`src/rtl/ocu_pkg.sv`:
```
package ocu_pkg;
  typedef enum logic [1:0] {
    OP_ADD  = 2'b00,
    OP_SUB  = 2'b01,
    OP_INC  = 2'b10,
    OP_INCT = 2'b11
  } ocu_op_e;
endpackage

```
`src/rtl/ocu_eac_add.sv`:
```
// End-around-carry adder with same-sign overflow detection.
module ocu_eac_add #(
  parameter int W = 18
) (
  input  logic [W-1:0] a,
  input  logic [W-1:0] b,
  output logic [W-1:0] sum,
  output logic         ovf
);
  logic [W:0] raw;

  always_comb begin
    raw = {1'b0, a} + {1'b0, b};
    sum = raw[W] ? (raw[W-1:0] + 1'b1) : raw[W-1:0];
    ovf = (a[W-1] == b[W-1]) && (sum[W-1] != a[W-1]);
  end
endmodule

```
`src/rtl/ocu_incr.sv`:
```
// Increment with wrap past the all-ones code.
module ocu_incr #(
  parameter int W = 18
) (
  input  logic [W-1:0] val,
  output logic [W-1:0] res
);
  localparam logic [W:0] ALL_ONES = {1'b0, {W{1'b1}}};
  logic [W:0] raw;

  always_comb begin
    raw = {1'b0, val} + 1'b1;
    res = (raw >= ALL_ONES) ? (raw[W-1:0] + 1'b1) : raw[W-1:0];
  end
endmodule

```
`src/rtl/ocu_alu.sv`:
```
module ocu_alu #(
  parameter int W = 18
) (
  input  logic         clk,
  input  logic         rst,
  input  logic [1:0]   op,
  input  logic [W-1:0] acc_in,
  input  logic [W-1:0] mem_in,
  input  logic         ov_in,
  output logic [W-1:0] result,
  output logic         ov_out,
  output logic         skip
);
  import ocu_pkg::*;

  localparam logic [W-1:0] MZERO = {W{1'b1}};

  ocu_op_e      op_e;
  logic [W-1:0] add_sum, sub_sum, inc_res, acc_cpl;
  logic         add_ovf, sub_ovf;
  logic [W-1:0] res_d;
  logic         ov_d, skip_d;

  assign op_e    = ocu_op_e'(op);
  assign acc_cpl = ~acc_in;

  ocu_eac_add #(.W(W)) u_add (
    .a(acc_in), .b(mem_in), .sum(add_sum), .ovf(add_ovf)
  );

  ocu_eac_add #(.W(W)) u_sub (
    .a(acc_cpl), .b(mem_in), .sum(sub_sum), .ovf(sub_ovf)
  );

  ocu_incr #(.W(W)) u_inc (
    .val(mem_in), .res(inc_res)
  );

  always_comb begin
    res_d  = '0;
    ov_d   = ov_in;
    skip_d = 1'b0;
    unique case (op_e)
      OP_ADD: begin
        res_d = (add_sum == MZERO) ? '0 : add_sum;
        ov_d  = ov_in | add_ovf;
      end
      OP_SUB: begin
        res_d = ~sub_sum;
        ov_d  = ov_in | sub_ovf;
      end
      OP_INC: begin
        res_d = inc_res;
      end
      OP_INCT: begin
        res_d  = inc_res;
        skip_d = ~inc_res[W-1];
      end
      default: ;
    endcase
  end

  always_ff @(posedge clk) begin
    if (rst) begin
      result <= '0;
      ov_out <= 1'b0;
      skip   <= 1'b0;
    end else begin
      result <= res_d;
      ov_out <= ov_d;
      skip   <= skip_d;
    end
  end
endmodule

```
`config.mk`:
```
export PLATFORM = sky130hd
export DESIGN_NAME = ocu_alu
export DESIGN_NICKNAME = d
export VERILOG_FILES = /design/src/rtl/ocu_pkg.sv /design/src/rtl/ocu_eac_add.sv /design/src/rtl/ocu_incr.sv /design/src/rtl/ocu_alu.sv
export SDC_FILE = /design/constraint.sdc
export NUM_CORES = 1
export LEC_CHECK = 0
export BUFFER_PORTS_ARGS = -buffer_cell sky130_fd_sc_hd__buf_2
export CORE_ASPECT_RATIO = 0.9
export CORE_MARGIN = 5
export CORE_UTILIZATION = 35
export DETAILED_ROUTE_END_ITERATION = 16
export MAX_ROUTING_LAYER = met4
export PLACE_DENSITY_LB_ADDON = 0.15
export SLEW_MARGIN = 20
export SYNTH_ARGS = -nofsm -noshare
export SYNTH_HDL_FRONTEND = slang
export SYNTH_SLANG_ARGS = --single-unit
```
`constraint.sdc`:
```
create_clock -name clk -period 5.5 [get_ports clk]
set_input_delay 1.1 -clock clk [delete_from_list [all_inputs] [get_ports clk]]
set_output_delay 1.1 -clock clk [all_outputs]
set_load 0.01 [all_outputs]
```
==> reports/summary.txt <==
Setup Buffers After CTS: 0
Tot GR Track Use: 20.7%
DR vias/cell: 5.85
Syn nets: 689
Fin. max-slew vios: 0
Seq/Total Area, Yosys: 8.87%
Final period utilization: 83.7%
Leakage: 2.07 nW
Final Non-Filler Cells: 816
Hold Crit Class: input port to register
Critical path required time: 5.60 ns
Sink Count: 20
Post-DRT Antenna Nets: 0
CTS Hold Bufs: 0
CP Buf/Inv Count: 2
Count leader, synth: xnor2_1
Largest stage delay on the critical path: 0.41 ns
CTS root buf: clkbuf_16
Final Hold Viols: 0
Max cap viols: 0
Worst setup EP type: register
Rel. slew slack: 32.8%
CP Class: input port to register
Post-DP HPWL: 13400 um
Cell Pwr Density: 178 nW/um2
Synth Instances: 606
Switching power: 419 uW
# DRC: 0
Total gr overflow: 0
DIE WIDTH: 130 um
Cell count after placement: 813
Synth warnings: 0
Critical Path AT: 4.70 ns
Power share of the sequential group: 18.3%
Core Footprint: 12700 um2
Synth top area cells: ha_1 (11%), xnor2_1 (10%), dfxtp_1 (8.9%)
Yosys top cell by area: ha_1
Post-synth cell types: 89
1st-iter DRT viols: 472
Switching Share: 46.8%
Final setup violation count: 0
Top-area cell type share of the netlist area: 11.1%
Total wire length after detailed routing: 16000 um
DR pass1 iterations: 5
Hold_sp: ov_in
Die Y: 118 um
# rows: 39
Final critical-path required period: 4.60 ns
Final worst slack: 0.895 ns
I/O pins: 61
Gate power share: 65.7%
CP Cell Sequence: buf_2 -> ha_1 -> fa_1 -> nor2b_2 -> o2111ai_4 -> a211oi_2 -> o31ai_4 -> nand2_2 -> mux2_1 -> a2111oi_1 -> nand3_1 -> nor4_4 -> buf_4 -> o311ai_1
Vias in the first global route: 4410
Syn-to-layout area delta: 11.4%
First-pass GRT wire length: 24700 um
Drt wl/cell: 19.6 um
Setup TNS: 0 ns
CP top delay family: compound AO/OA/AOI/OAI gates
Ys flop type: dfxtp_1
H-tree depth: 1
Vias: 4777
CTS tree: built
CTS Buf Count: 3
Port Buffers: 60
Diode count: 0
Clk slew on worst S/H paths: 0.05 ns
Full die area: 15300 um2
RePlAce Congestion: 0.912
Cts repair resizes: 0
Nets: 737
Top cells by count, synth: xnor2_1 (52), nand2_1 (45), a21oi_1 (43), nor2_1 (43), inv_1 (41)
Crit path launch: mem_in[0]
EDFF count, synth: 0
RSZ-0062 raised after global routing: false
Largest net degree at the start of global routing: 22
Crit-path slowest cell: mux2_1
Pre-CTS setup slack: 0.676 ns
Yosys reg bits: 20
Initial antenna violation count: 0
Maximum vdd drop: 0.0585 mV
Share of layout cells above drive strength 1: 16.7%
CP max FO: 16
Syn avg cell area: 7.45 um2
Max Fclk: 217 MHz
Status: complete, no violations
Cell-internal power: 477 uW
Async S/R FF share, synth: 0%
Power consumption: 896 uW
Initial Utilization: 35.6%
Cell Area, Synth: 4510 um2
Least-Margin Pin Slew: 1.00 ns
Critical path startpoint category: input port
Clock power share: 16.0%
CTS max path bufs: 2
## cell type report
cell class	instances	area, um2
Clock buffer	3	75.1
Fill cell	1387	7660
Inverter	45	169
Multi-Input combinational cell	518	3830
Tap cell	164	205
Sequential cell	20	400
Timing Repair Buffer	66	345
## power groups by stage
stage / Combinational (mW) / Clock [mW] / Sequential [mW]
5_1_grt: 0.638 / 0.154 / 0.165
3_3_place_gp: 0.577 / 0 / 0.167
3_5_place_dp: 0.577 / 0 / 0.167
4_1_cts: 0.580 / 0.148 / 0.164
6_report: 0.588 / 0.144 / 0.164
2_1_floorplan: 0.405 / 0 / 0.176
## layout by cell type (no fill, tap or decap), drive strengths merged, types with 4 or more instances in the layout
| master | instances |
|---|---|
| buf | 66 |
| xnor2 | 55 |
| nand2 | 46 |
| a21oi | 45 |
| inv | 45 |
| nor2 | 43 |
| ha | 40 |
| nand3 | 30 |
| o21ai | 28 |
| dfxtp | 20 |
| nor3 | 17 |
| nand4 | 16 |
| xor2 | 14 |
| nor4 | 14 |
| o32ai | 13 |
| nand2b | 12 |
| and3 | 11 |
| or3 | 10 |
| a21o | 9 |
| nor2b | 9 |
| a31oi | 6 |
| a22oi | 6 |
| o21a | 6 |
| a32oi | 6 |
| a211oi | 6 |
| a2111oi | 6 |
| o211ai | 5 |
| o31ai | 5 |
| and4 | 4 |
| and2 | 4 |
| or2 | 4 |
## state kept, by name, indices dropped and copies added (netlist names)
name    flops
result     18
ov_out      1
skip        1
## metrics by stage
stage,hold WS (ns),utilization [%],area [um2]
after detailed placement,1.40,39.0,4950
after global placement,1.39,39.0,4950
after global routing,1.14,39.6,5030
after floorplan,1.22,-,4510
after CTS,1.13,39.6,5030
final,1.13,39.6,5030
## worst paths after layout
| kind | endpoint | depth (start not counted) |
|---|---|---|
| hold / removal | ov_out | 3 |
| setup / recovery | result[1] | 14 |
## layer usage
metal | vias up | track usage [%] | wire (um)
li1 | 2340 | - | -
met1 | 2268 | 31.7 | 7930
met2 | 149 | 30.0 | 6940
met3 | 20 | 0.907 | 863
met4 | 0 | 3.90 | 235
met5 | - | - | 0
## tightest hold or removal path: cells and delay by family
kind | cells | cell delay, ns
buffers and inverters | 2 | 0.15
AOI/OAI and AO/OA | 1 | 0.07
## cell families after synthesis
logic type	share of synthesized area (%)
adder cells (fa/ha/maj)	12.0
multiplexers	0.471
AND/OR/NAND/NOR	29.7
buffers and inverters	6.21
flip-flops	8.87
XOR/XNOR	15.3
AO/OA/AOI/OAI	27.5
Power figures use the tool's default switching activity.
